`config.mk`:
```
export PLATFORM = sky130hd
export DESIGN_NAME = sar_ctrl_core
export DESIGN_NICKNAME = d
export VERILOG_FILES = /design/src/rtl/sar_pkg.sv /design/src/rtl/sar_pin_sync.sv /design/src/rtl/sar_conv_ctrl.sv /design/src/rtl/sar_shift_out.sv /design/src/rtl/sar_ctrl_core.sv
export SDC_FILE = /design/constraint.sdc
export NUM_CORES = 1
export LEC_CHECK = 0
export BUFFER_PORTS_ARGS = -buffer_cell sky130_fd_sc_hd__buf_2
export CAP_MARGIN = 5
export CORE_UTILIZATION = 54
export DETAILED_ROUTE_END_ITERATION = 10
export GPL_ROUTABILITY_DRIVEN = 0
export HOLD_SLACK_MARGIN = 0.15
export PLACE_DENSITY_LB_ADDON = 0.05
export SLEW_MARGIN = 10
export SYNTH_ARGS = -nofsm -noshare
export SYNTH_HDL_FRONTEND = slang
export SYNTH_HIERARCHICAL = 1
export SYNTH_SLANG_ARGS = --single-unit
export TNS_END_PERCENT = 50
```
`constraint.sdc`:
```
create_clock -name clk_i -period 2.35 [get_ports clk_i]
set_input_delay 0.1175 -clock clk_i [delete_from_list [all_inputs] [get_ports clk_i]]
set_output_delay 0.1175 -clock clk_i [all_outputs]
set_load 0.05 [all_outputs]
```
`src/rtl/sar_pkg.sv`:
```
`timescale 1ns/1ps
package sar_pkg;
  typedef enum logic [1:0] {
    ST_IDLE  = 2'd0,
    ST_CONV  = 2'd1,
    ST_PDOWN = 2'd2,
    ST_PWRUP = 2'd3
  } conv_st_e;
endpackage

```
`src/rtl/sar_pin_sync.sv`:
```
`timescale 1ns/1ps
module sar_pin_sync #(
  parameter int N = 3
) (
  input  logic         clk_i,
  input  logic         rst_ni,
  input  logic [N-1:0] pin_i,
  output logic [N-1:0] lvl_o,
  output logic [N-1:0] dly_o
);
  logic [N-1:0] ff1_q, ff2_q, ff3_q;

  for (genvar i = 0; i < N; i++) begin : g_bit
    // pins idle high; reset to idle so no edge appears on release
    always_ff @(posedge clk_i or negedge rst_ni) begin
      if (!rst_ni) begin
        ff1_q[i] <= 1'b1;
        ff2_q[i] <= 1'b1;
        ff3_q[i] <= 1'b1;
      end else begin
        ff1_q[i] <= pin_i[i];
        ff2_q[i] <= ff1_q[i];
        ff3_q[i] <= ff2_q[i];
      end
    end
  end

  assign lvl_o = ff2_q;
  assign dly_o = ff3_q;
endmodule

```
`src/rtl/sar_conv_ctrl.sv`:
```
`timescale 1ns/1ps
module sar_conv_ctrl
  import sar_pkg::*;
#(
  parameter int DATA_W       = 12,
  parameter int CONV_CYCLES  = 65,
  parameter int PWRUP_CYCLES = 10000
) (
  input  logic              clk_i,
  input  logic              rst_ni,
  input  logic              cv_lvl_i,
  input  logic              cv_fall_i,
  input  logic              cv_rise_i,
  input  logic              cs_lvl_i,
  input  logic              arm_i,
  input  logic [DATA_W-1:0] result_i,
  output logic [DATA_W-1:0] res_o,
  output logic              eoc_o,
  output logic              busy_mode_o,
  output logic              pwr_down_o,
  output logic              converting_o,
  output logic              powering_up_o,
  output logic              proto_err_o,
  output logic              armed_o
);
  localparam int MAX_CYC = (CONV_CYCLES > PWRUP_CYCLES) ? CONV_CYCLES : PWRUP_CYCLES;
  localparam int CNT_W   = $clog2(MAX_CYC + 1);
  localparam logic [CNT_W-1:0] CONV_LAST  = CNT_W'(CONV_CYCLES - 1);
  localparam logic [CNT_W-1:0] PWRUP_LAST = CNT_W'(PWRUP_CYCLES - 1);

  conv_st_e          st_q;
  logic [CNT_W-1:0]  cnt_q;
  logic [DATA_W-1:0] res_q;
  logic              eoc_q, busy_q, err_q, armed_q;

  always_ff @(posedge clk_i or negedge rst_ni) begin
    if (!rst_ni) begin
      st_q    <= ST_IDLE;
      cnt_q   <= '0;
      res_q   <= '0;
      eoc_q   <= 1'b0;
      busy_q  <= 1'b0;
      err_q   <= 1'b0;
      armed_q <= 1'b0;
    end else begin
      eoc_q <= 1'b0;
      err_q <= 1'b0;
      if (arm_i) armed_q <= 1'b1;
      unique case (st_q)
        ST_IDLE: begin
          if (cv_fall_i) begin
            st_q  <= ST_CONV;
            cnt_q <= '0;
          end
        end
        ST_CONV: begin
          if (cv_fall_i) err_q <= 1'b1;
          if (cnt_q == CONV_LAST) begin
            eoc_q <= 1'b1;
            if (armed_q) begin
              // deferred reset: discard code, force normal mode
              res_q   <= '0;
              busy_q  <= 1'b0;
              armed_q <= 1'b0;
              st_q    <= ST_IDLE;
            end else begin
              res_q  <= result_i;
              busy_q <= ~cs_lvl_i;
              st_q   <= cv_lvl_i ? ST_IDLE : ST_PDOWN;
            end
          end else begin
            cnt_q <= cnt_q + 1'b1;
          end
        end
        ST_PDOWN: begin
          if (cv_rise_i) begin
            st_q  <= ST_PWRUP;
            cnt_q <= '0;
          end
        end
        ST_PWRUP: begin
          if (cv_fall_i) err_q <= 1'b1;
          if (cnt_q == PWRUP_LAST) st_q <= ST_IDLE;
          else                     cnt_q <= cnt_q + 1'b1;
        end
        default: st_q <= ST_IDLE;
      endcase
    end
  end

  assign res_o         = res_q;
  assign eoc_o         = eoc_q;
  assign busy_mode_o   = busy_q;
  assign pwr_down_o    = (st_q == ST_PDOWN);
  assign converting_o  = (st_q == ST_CONV);
  assign powering_up_o = (st_q == ST_PWRUP);
  assign proto_err_o   = err_q;
  assign armed_o       = armed_q;
endmodule

```
`src/rtl/sar_shift_out.sv`:
```
`timescale 1ns/1ps
module sar_shift_out #(
  parameter int DATA_W    = 12,
  parameter int ABORT_MIN = 2,
  parameter int ABORT_MAX = 7
) (
  input  logic              clk_i,
  input  logic              rst_ni,
  input  logic              cs_lvl_i,
  input  logic              cs_fall_i,
  input  logic              cs_rise_i,
  input  logic              sclk_fall_i,
  input  logic              eoc_i,
  input  logic              busy_i,
  input  logic [DATA_W-1:0] res_i,
  output logic              sdo_o,
  output logic              sdo_oe_o,
  output logic              arm_o
);
  localparam int CW = $clog2(DATA_W + 2);
  localparam logic [CW-1:0] A_MIN = CW'(ABORT_MIN);
  localparam logic [CW-1:0] A_MAX = CW'(ABORT_MAX);

  logic [DATA_W-1:0] shreg_q;
  logic [CW-1:0]     left_q;
  logic [CW-1:0]     fcnt_q;
  logic              sdo_q, oe_q, arm_q;

  always_ff @(posedge clk_i or negedge rst_ni) begin
    if (!rst_ni) begin
      shreg_q <= '0;
      left_q  <= '0;
      fcnt_q  <= '0;
      sdo_q   <= 1'b0;
      oe_q    <= 1'b0;
      arm_q   <= 1'b0;
    end else begin
      arm_q <= 1'b0;
      if (cs_rise_i) begin
        oe_q <= 1'b0;
        if (fcnt_q >= A_MIN && fcnt_q <= A_MAX) arm_q <= 1'b1;
      end else if (eoc_i && busy_i && !cs_lvl_i) begin
        // announce completion: hold low, all bits still to send
        shreg_q <= res_i;
        left_q  <= CW'(DATA_W);
        sdo_q   <= 1'b0;
        oe_q    <= 1'b1;
        fcnt_q  <= '0;
      end else if (cs_fall_i) begin
        shreg_q <= {res_i[DATA_W-2:0], 1'b0};
        left_q  <= CW'(DATA_W - 1);
        sdo_q   <= res_i[DATA_W-1];
        oe_q    <= 1'b1;
        fcnt_q  <= '0;
      end else if (sclk_fall_i && !cs_lvl_i) begin
        if (fcnt_q != '1) fcnt_q <= fcnt_q + 1'b1;
        if (oe_q) begin
          if (left_q == '0) begin
            oe_q <= 1'b0;
          end else begin
            sdo_q   <= shreg_q[DATA_W-1];
            shreg_q <= {shreg_q[DATA_W-2:0], 1'b0};
            left_q  <= left_q - 1'b1;
          end
        end
      end
    end
  end

  assign sdo_o    = sdo_q;
  assign sdo_oe_o = oe_q;
  assign arm_o    = arm_q;
endmodule

```
`src/rtl/sar_ctrl_core.sv`:
```
`timescale 1ns/1ps
module sar_ctrl_core #(
  parameter int DATA_W       = 12,
  parameter int CONV_CYCLES  = 65,
  parameter int PWRUP_CYCLES = 10000,
  parameter int ABORT_MIN    = 2,
  parameter int ABORT_MAX    = 7
) (
  input  logic              clk_i,
  input  logic              rst_ni,
  input  logic              convst_ni,
  input  logic              cs_ni,
  input  logic              sclk_i,
  input  logic [DATA_W-1:0] result_i,
  output logic              sdo_o,
  output logic              sdo_oe_o,
  output logic              busy_mode_o,
  output logic              pwr_down_o,
  output logic              converting_o,
  output logic              powering_up_o,
  output logic              proto_err_o,
  output logic              reset_armed_o
);
  localparam int PIN_CV = 0;
  localparam int PIN_CS = 1;
  localparam int PIN_CK = 2;

  logic [2:0]        pin_lvl, pin_dly;
  logic              cv_fall, cv_rise, cs_fall, cs_rise, ck_fall;
  logic              arm, eoc, busy;
  logic [DATA_W-1:0] res;

  sar_pin_sync #(.N(3)) u_sync (
    .clk_i  (clk_i),
    .rst_ni (rst_ni),
    .pin_i  ({sclk_i, cs_ni, convst_ni}),
    .lvl_o  (pin_lvl),
    .dly_o  (pin_dly)
  );

  assign cv_fall = pin_dly[PIN_CV] & ~pin_lvl[PIN_CV];
  assign cv_rise = ~pin_dly[PIN_CV] & pin_lvl[PIN_CV];
  assign cs_fall = pin_dly[PIN_CS] & ~pin_lvl[PIN_CS];
  assign cs_rise = ~pin_dly[PIN_CS] & pin_lvl[PIN_CS];
  assign ck_fall = pin_dly[PIN_CK] & ~pin_lvl[PIN_CK];

  sar_conv_ctrl #(
    .DATA_W       (DATA_W),
    .CONV_CYCLES  (CONV_CYCLES),
    .PWRUP_CYCLES (PWRUP_CYCLES)
  ) u_conv (
    .clk_i         (clk_i),
    .rst_ni        (rst_ni),
    .cv_lvl_i      (pin_lvl[PIN_CV]),
    .cv_fall_i     (cv_fall),
    .cv_rise_i     (cv_rise),
    .cs_lvl_i      (pin_lvl[PIN_CS]),
    .arm_i         (arm),
    .result_i      (result_i),
    .res_o         (res),
    .eoc_o         (eoc),
    .busy_mode_o   (busy),
    .pwr_down_o    (pwr_down_o),
    .converting_o  (converting_o),
    .powering_up_o (powering_up_o),
    .proto_err_o   (proto_err_o),
    .armed_o       (reset_armed_o)
  );

  sar_shift_out #(
    .DATA_W    (DATA_W),
    .ABORT_MIN (ABORT_MIN),
    .ABORT_MAX (ABORT_MAX)
  ) u_shift (
    .clk_i       (clk_i),
    .rst_ni      (rst_ni),
    .cs_lvl_i    (pin_lvl[PIN_CS]),
    .cs_fall_i   (cs_fall),
    .cs_rise_i   (cs_rise),
    .sclk_fall_i (ck_fall),
    .eoc_i       (eoc),
    .busy_i      (busy),
    .res_i       (res),
    .sdo_o       (sdo_o),
    .sdo_oe_o    (sdo_oe_o),
    .arm_o       (arm)
  );

  assign busy_mode_o = busy;
endmodule

```
Yosys cells after proc, flatten, opt, wreduce, memory -nomap -nowiden --
Index checks and enable logic that the tools add are counted.
Storage, ports and cells: bits in registers 64, output and inout port bits 8
Cells by class: add/sub/neg operators 3, $lt $le $gt $ge 2, equality and inequality tests 13, mux-type cells 49, bitwise gates (word level) 11, reductions and logical operators 17
Operator list (count):
- $mux 12 | 6
- $mux 14 | 4
- $pmux 14 s4 | 1
- $mux 4 | 9
- $mux 1 | 22
- $add 14x1->14 const B | 1
- $eq 14x14->1 const B | 1
- $eq 14x7->1 const B | 1
- $mux 2 | 6
- $reduce_and 4->1 | 3
- $reduce_bool 3->1 | 3
- $pmux 2 s4 | 1
- $ne 2x1->1 const B | 3
- $ne 2x2->1 const B | 3
- $not 1->1 | 6
- $and 1x1->1 | 5
- $add 4x1->4 const B | 1
- $eq 2x2->1 const B | 2
- $ge 4x2->1 const B | 1
- $le 4x3->1 const B | 1
- $logic_and 1x1->1 | 4
- $logic_not 4->1 | 1
- $ne 4x4->1 const B | 1
- $reduce_bool 4->1 | 1
- other kinds (8) | 8

Depth between registers and ports, before layout --
Gate-level depths: netlist of run 1.
word-level depth 7, gate-level depth with buffers 7, mapped depth without buffers 6

Cells and area by module --
Netlist of run 1, hierarchy kept.
By module, submodules not included:
- sar_conv_ctrl | times used 1, cells an instance 163, area an instance 1699.1 µm², sequential area each 800.8 µm²
- sar_shift_out | times used 1, cells an instance 147, area an instance 1398.8 µm², sequential area each 575.6 µm²
- sar_pin_sync | times used 1, cells an instance 9, area an instance 236.5 µm², sequential area each 236.5 µm²
- sar_ctrl_core | times used 1, cells an instance 5, area an instance 41.3 µm², sequential area each 0.0 µm²

Worst setup path after synthesis of run 1 --
OpenSTA, ideal clock, no wires.
kind reg2reg, start point register u_conv.cnt_q[4], end point register u_conv.res_q[10], in the netlist u_conv/res_o[10], setup time 125 ps, data arrival time 2163 ps, data required time 2225 ps, path slack 62 ps, cell stages (with the launch flop) 7, path buffers 2, clock period less this slack 2288 ps, path through dfrtp_1 -> or4_4 -> or2_1 -> buf_6 -> nor4_4 -> buf_6 -> mux2_2
On the way: word-level cells in the longest chain between the ends 2
RTL lines:
- start: declaration | RTL line sar_conv_ctrl.sv:32 | logic [CNT_W-1:0] cnt_q;
- start signal: assignment | RTL line sar_conv_ctrl.sv:72 | cnt_q <= cnt_q + 1'b1;
- start signal: assignment | RTL line sar_conv_ctrl.sv:84 | else cnt_q <= cnt_q + 1'b1;
- $eq 14x7->1 | RTL line sar_conv_ctrl.sv:58 | if (cnt_q == CONV_LAST) begin
- $reduce_and 2->1 (no source line)
- end signal: assignment | RTL line sar_conv_ctrl.sv:67 | res_q <= result_i;
- end: declaration | RTL line sar_conv_ctrl.sv:33 | logic [DATA_W-1:0] res_q;
Every way passes these cells. A chain may end at the register's enable or synchronous reset.

Worst setup path in the final report of run 1 --
start point register u_conv.cnt_q[7], end point register u_conv.res_q[2], in the netlist u_conv/res_o[2]
Same word-level chain as after synthesis.

==> results.yml, run 1 <==
logic_synthesis:
  syn-cell-area_um2: 3380
  ys_ff_latch: 64
  synth-edff-count: 0
  synth-seq-area-share_pct: 47.8
  yosysTopAreaCell: "dfrtp_1"
  synth_cell_types: 59
  synth_nets: 347
  netlist.area_leader.share_pct: 40.8
  synth_area_leaders: "dfrtp_1 41%, mux2i_1 7.7%, dfstp_2 7.0%, mux2_2 4.3%, a21oi_1 3.7%"
  syn-instance-count: 324
  syn_area_per_cell_um2: 10.4
  synthArstFlopShare_pct: 100
  synth_flop_cell: "dfrtp_1"
  yosysWarnings: 6
pwr:
  power_frac_clock_pct: 28.4
  sw_frac_of_total_pct: 32.5
  combPwrFrac_pct: 23.1
  p_per_area_nw_per_um2: 728
  seq_power_share_pct: 48.5
  p_switching_mw: 0.930
  intPower_mw: 1.93
  p_leak_nw: 1.78
  vdd_drop_max_mv: 0.498
global_route:
  antenna_found_initial: 0
  grt_util_met2_pct: 37.4
  grt_first_pass_wirelength_mm: 11.3
  grt_pass1_vias: 2444
  grt-busiest-layer: "met2"
  overflow: 0
  use_met1_pct: 28.9
  grtUsageMet3_pct: 6.63
  grt_max_degree: 65
  track_usage_pct: 23.0
finish:
  fin_cells: 452
  final_nets: 395
  nFillCells: 487
  area_growth_pct: 16.4
  antennaDiodeCount: 0
  drive_above_1_share_pct: 23.1
setup_path:
  required_ns: 2.57
  rrSetupSlack_ns: 0.21
  crit_path_max_fanout: 15
  cp.buffers_inverters: 1
  path_depth: 5
  reg2reg_depth: 5
  cp-start-kind: "flip-flop"
  crit_arrival_ns: 2.37
  cp_slowest_cell: "or4_4"
  slowest_delay_ns: 0.55
  end_kind: "flip-flop"
  crit_family: "simple AND/OR/NAND/NOR gates"
  worstSetupPathType: "reg -> reg"
  worstPathCellList: "or4_4 > or2_1 > nor4_4 > buf_12 > mux2_2"
floorplan:
  io_pins: 25
  start_util_pct: 56.3
  die_w_um: 81.1
  die_area_um2: 6570
  row_count: 28
  core_um2: 5990
  die_h_um: 81.1
flow_run:
  cap_violations: 0
status:
  status: "finished clean"
placement:
  dp_hpwl_mm: 4.54
  portBuffers: 24
  dp.cells: 422
clocking:
  path_clk_slew_ns: 0.06
  cts_tree: "done"
  cts_num_sinks: 64
  htreeDepth: 3
  clk_latency_ns: 0.34
  numCtsBuffers: 9
  root_buffer: "clkbuf_8"
  clockBufferDepth: 2
  ctsResizeCount: 0
  post_cts_buffers: 0
  ctsHoldBuffers: 14
timing:
  worst_pin_slew_ns: 0.749
  grt_setup_unrepaired: "false"
  hold_violations: 0
  setup_viol_count_final: 0
  max_slew_margin_pct: 50.1
  clock_skew_ns: 0.00392
  max_freq_mhz: 467
  slew_viol_final: 0
  period_share_pct: 91.1
  period_needed_ns: 2.14
  final.setup.tns_ns: 0
routing:
  drt-wirelength-per-cell_um: 15.1
  route.detailed.drc: 0
  drtPass1Iterations: 4
  vias_per_cell: 5.63
  wl_mm: 6.83
  drt_iter0_markers: 83
  ant_nets: 0
  vias: 2545
min_path:
  hold_path.class: "in -> reg"
  hold_depth: 3
==> cell usage in the layout, fill, tap and decap left out, types with 3 or more instances in the layout <==
master / n
buf_2: 24
clkbuf_8: 10
o21ai_0: 10
and2b_1: 8
dfstp_2: 9
nor4b_1: 3
nand2_1: 10
mux2i_1: 26
xnor2_1: 3
dfrtp_1: 55
clkinv_2: 4
buf_4: 9
nor2_1: 31
ha_1: 6
and2_1: 4
nand4_1: 5
nand3_1: 15
inv_1: 21
o31a_1: 3
a21oi_1: 25
nor3_1: 7
and2b_2: 4
buf_12: 3
nor2b_1: 7
dlygate4sd3_1: 14
mux2_2: 13
==> routing by layer <==
layer / wire length (um) / part of all wire [%]
met1: 3250 / 48
met2: 3230 / 47
met3: 223 / 3.3
met4: 125 / 1.8
met5: 0 / 0
==> cells by family (layout without fill, tap and decap cells) <==
family / Yosys count / count (layout) / share of synthesized area (%)
compound gates: 57 / 57 / 10.9
xor+xnor: 5 / 5 / 1.30
fa+ha+maj: 6 / 6 / 2.22
buf+inv: 35 / 88 / 5.26
flops: 64 / 64 / 47.8
mux: 41 / 41 / 12.9
simple gates: 116 / 116 / 19.6
==> tightest hold or removal path: stages <==
cell and delay (ns):
buf_2 0.09, nor2b_1 0.12, mux2_2 0.14
==> power by group through the flow <==
stage | Sequential [mW] | Clock, mW | Combinational, mW
6_report | 1.39 | 0.812 | 0.659
5_1_grt | 1.41 | 0.888 | 0.740
4_1_cts | 1.38 | 0.836 | 0.661
3_5_place_dp | 1.40 | 0 | 0.641
3_3_place_gp | 1.40 | 0 | 0.617
2_1_floorplan | 1.36 | 0 | 0.477
==> synth_stat cells (all sizes together), types with 4 or more instances <==
cell	n
a21oi	26
nor3	7
o21ai	10
nor2b	7
nor2	31
dfrtp	55
buf	11
and2b	12
mux2i	26
inv	22
mux2	15
and2	4
ha	6
nand3	15
nand4	5
nand2	10
dfstp	9
==> flip-flops by register name, summed over array words and instances (netlist names), named ones only <==
signal and flops:
u_conv/cnt_q 14, u_conv/res_o 12, u_shift/shreg_q 12, u_shift/fcnt_q 4, u_shift/left_q 4, u_sync/dly_o 3, u_sync/ff1_q 3, u_sync/lvl_o 3
u_conv/armed_o 1, u_conv/busy_mode_o 1, u_conv/eoc_o 1, u_conv/proto_err_o 1, u_conv/st_q 1, u_shift/arm_o 1, u_shift/sdo_o 1, u_shift/sdo_oe_o 1
==> worst paths after layout <==
kind	to	from
worst min-delay path	u_conv/res_o[0]	result_i[0]
min in group asynchronous	u_shift/left_q[2]	rst_ni
worst max register to register	u_conv/res_o[2]	u_conv/cnt_q[7]
max in group asynchronous	u_sync/ff1_q[0]	rst_ni
worst max-delay path	u_conv/res_o[2]	u_conv/cnt_q[7]
worst min register to register	u_sync/lvl_o[0]	u_sync/ff1_q[0]
==> area by class of cell <==
class                   instances  area (um^2)  area share (%)
clock inverters                 4         20.0           0.509
well taps                      75         93.8            2.39
multi-input cells             225         1590            40.3
inverters                      22         85.1            2.16
clock buffers                  12          145            3.69
flip-flops and latches         64         1610            41.0
repair buffers                 50          388            9.87
==> per-stage QoR <==
stage,worst slack [ns],hold WS [ns],power (mW),instance area [um^2],utilization [%]
final,0.209,0.160,2.86,3930,65.6
after global placement,0.246,0.158,2.01,3620,60.5
after global routing,0.100,0.183,3.04,3930,65.6
after CTS,0.197,0.159,2.88,3930,65.6
after detailed placement,0.209,0.157,2.04,3620,60.5
after floorplan,0.0623,-0.178,1.84,3380,-
(Power assumes the default switching activity.)
==> inputs of run 2 (changes only) <==
--- a/config.mk
+++ b/config.mk
@@ -13,5 +13,4 @@
 export HOLD_SLACK_MARGIN = 0.15
 export PLACE_DENSITY_LB_ADDON = 0.05
-export SLEW_MARGIN = 10
 export SYNTH_ARGS = -nofsm -noshare
 export SYNTH_HDL_FRONTEND = slang
==> constraint.sdc (replaced) <==
create_clock -name clk_i -period 2.35 [get_ports clk_i]
set_input_delay 0 -clock clk_i [delete_from_list [all_inputs] [get_ports clk_i]]
set_output_delay 0 -clock clk_i [all_outputs]
set_load 0.05 [all_outputs]
==> results.yml, run 2 (synthesis results as in run 1) <==
setup_path:
  crit_start: "u_conv/cnt_q[7]"
  worstPathCellList: "or4_4 > or2_1 > nor4_4 > buf_4 > mux2_2"
  cp.buffers_inverters: 1
  slowest_delay_ns: 0.56
  rr_endpoint: "u_conv/res_o[3]"
  cp_slowest_cell: "or4_4"
  crit_arrival_ns: 2.45
  end_kind: "flip-flop"
  r2r-start: "u_conv/cnt_q[7]"
  path_depth: 5
  crit_path_max_fanout: 15
  rrSetupSlack_ns: 0.13
  crit_family: "simple AND/OR/NAND/NOR gates"
  required_ns: 2.58
  reg2reg_depth: 5
  worstSetupPathType: "reg -> reg"
  cp-start-kind: "flip-flop"
clocking:
  root_buffer: "clkbuf_8"
  cts_num_sinks: 64
  clk_latency_ns: 0.35
  post_cts_buffers: 0
  numCtsBuffers: 9
  clockBufferDepth: 2
  htreeDepth: 3
  ctsResizeCount: 0
  cts_tree: "done"
  path_clk_slew_ns: 0.07
routing:
  route.detailed.drc: 0
  drtPass1Iterations: 4
  ant_nets: 0
  wl_mm: 6.89
  drt_iter0_markers: 95
  drt-wirelength-per-cell_um: 15.1
  vias_per_cell: 5.67
  vias: 2592
placement:
  dp_hpwl_mm: 4.59
  place_area_um2: 3600
  dp_slack_ns: 0.162
  dp.cells: 424
  portBuffers: 24
timing:
  max_freq_mhz: 451
  setup_viol_count_final: 0
  grt_setup_unrepaired: "false"
  max_slew_margin_pct: 46.3
  timing.hold.ws_ns: 0.202
  final.setup.tns_ns: 0
  period_share_pct: 94.4
  slew_viol_final: 0
  setup_slack_ns: 0.133
  worst_pin_slew_ns: 0.806
  hold_violations: 0
  clock_skew_ns: 0.0121
  period_needed_ns: 2.22
pwr:
  p_switching_mw: 0.960
  sw_frac_of_total_pct: 32.3
  power_mw: 2.97
  combPwrFrac_pct: 21.6
  seq_power_share_pct: 46.9
  vdd_drop_max_mv: 0.501
  power_frac_clock_pct: 31.4
  intPower_mw: 2.01
  p_leak_nw: 1.80
  p_per_area_nw_per_um2: 749
min_path:
  hold_path.class: "in -> async"
floorplan:
  io_pins: 25
  die_area_um2: 6570
  die_h_um: 81.1
  start_util_pct: 56.3
  core_um2: 5990
  row_count: 28
  die_w_um: 81.1
finish:
  area_growth_pct: 17.6
  nFillCells: 499
  drive_above_1_share_pct: 23.8
  final_cell_mix: "55 x dfrtp_1, 31 x nor2_1, 26 x mux2i_1"
  fin_util_pct: 66.2
  largest_reg_flops: 14
  top_register: "u_conv/cnt_q"
  fin_cells: 457
  final_nets: 400
  final_cell_area_um2: 3970
  layout_commonest_cell: "dfrtp_1"
  antennaDiodeCount: 0
global_route:
  track_usage_pct: 23.9
  grt_util_met2_pct: 37.7
  grt_pass1_vias: 2499
  grt_first_pass_wirelength_mm: 11.7
  grt-busiest-layer: "met2"
  overflow: 0
  use_met1_pct: 31.3
  antenna_found_initial: 0
  grtUsageMet3_pct: 6.07
  grt_max_degree: 30
status:
  status: "finished clean"
flow_run:
  cap_violations: 0
==> run 2: worst max path at each step <==
stage                                   to  slack (ns)
final                      u_conv/res_o[3]        0.13
after global placement     u_conv/res_o[5]        0.19
after detailed placement   u_conv/res_o[3]        0.16
after global routing       u_conv/res_o[0]        0.07
after floorplan           u_conv/res_o[10]        0.06
after CTS                  u_conv/res_o[3]        0.14
==> run 2: layout make-up <==
class	instances	area (um^2)	share of cell area, %
Timing Repair Buffer	55	395	9.96
Sequential cell	64	1610	40.6
Tap cell	75	93.8	2.36
Inverter	22	85.1	2.14
Clock inverter	7	72.6	1.83
Clock buffer	9	124	3.12
Multi-Input combinational cell	225	1590	39.9
==> run 2: timing repair <==
action	CTS	global route
hold buffers	17	0
setup endpoints to repair	0	0
hold endpoints to repair	70	0
==> run 2: power groups by stage <==
stage                     Sequential, mW  Clock [mW]  Combinational [mW]
after global routing                1.42        1.02               0.728
final                               1.39       0.934               0.642
after CTS                           1.39       0.964               0.644
after detailed placement            1.41           0               0.617
after floorplan                     1.36           0               0.477
after global placement              1.41           0               0.605
==> run 2: metal layers <==
metal  share of wire (%)  routed length, um  up-vias
met1                  48               3320     1263
met3                 3.4                233       13
met4                 1.7                116        0
li1                    -                  -     1258
met2                  47               3220       58
met5                   0                  0        -
==> run 2: worst reg2reg max path, delay by kind of cell (launching register included) <==
kind	cells	cell delay [ns]
and+or+nand+nor	3	1.04
DFF	1	0.42
muxes	1	0.37
buffers and inverters	1	0.28
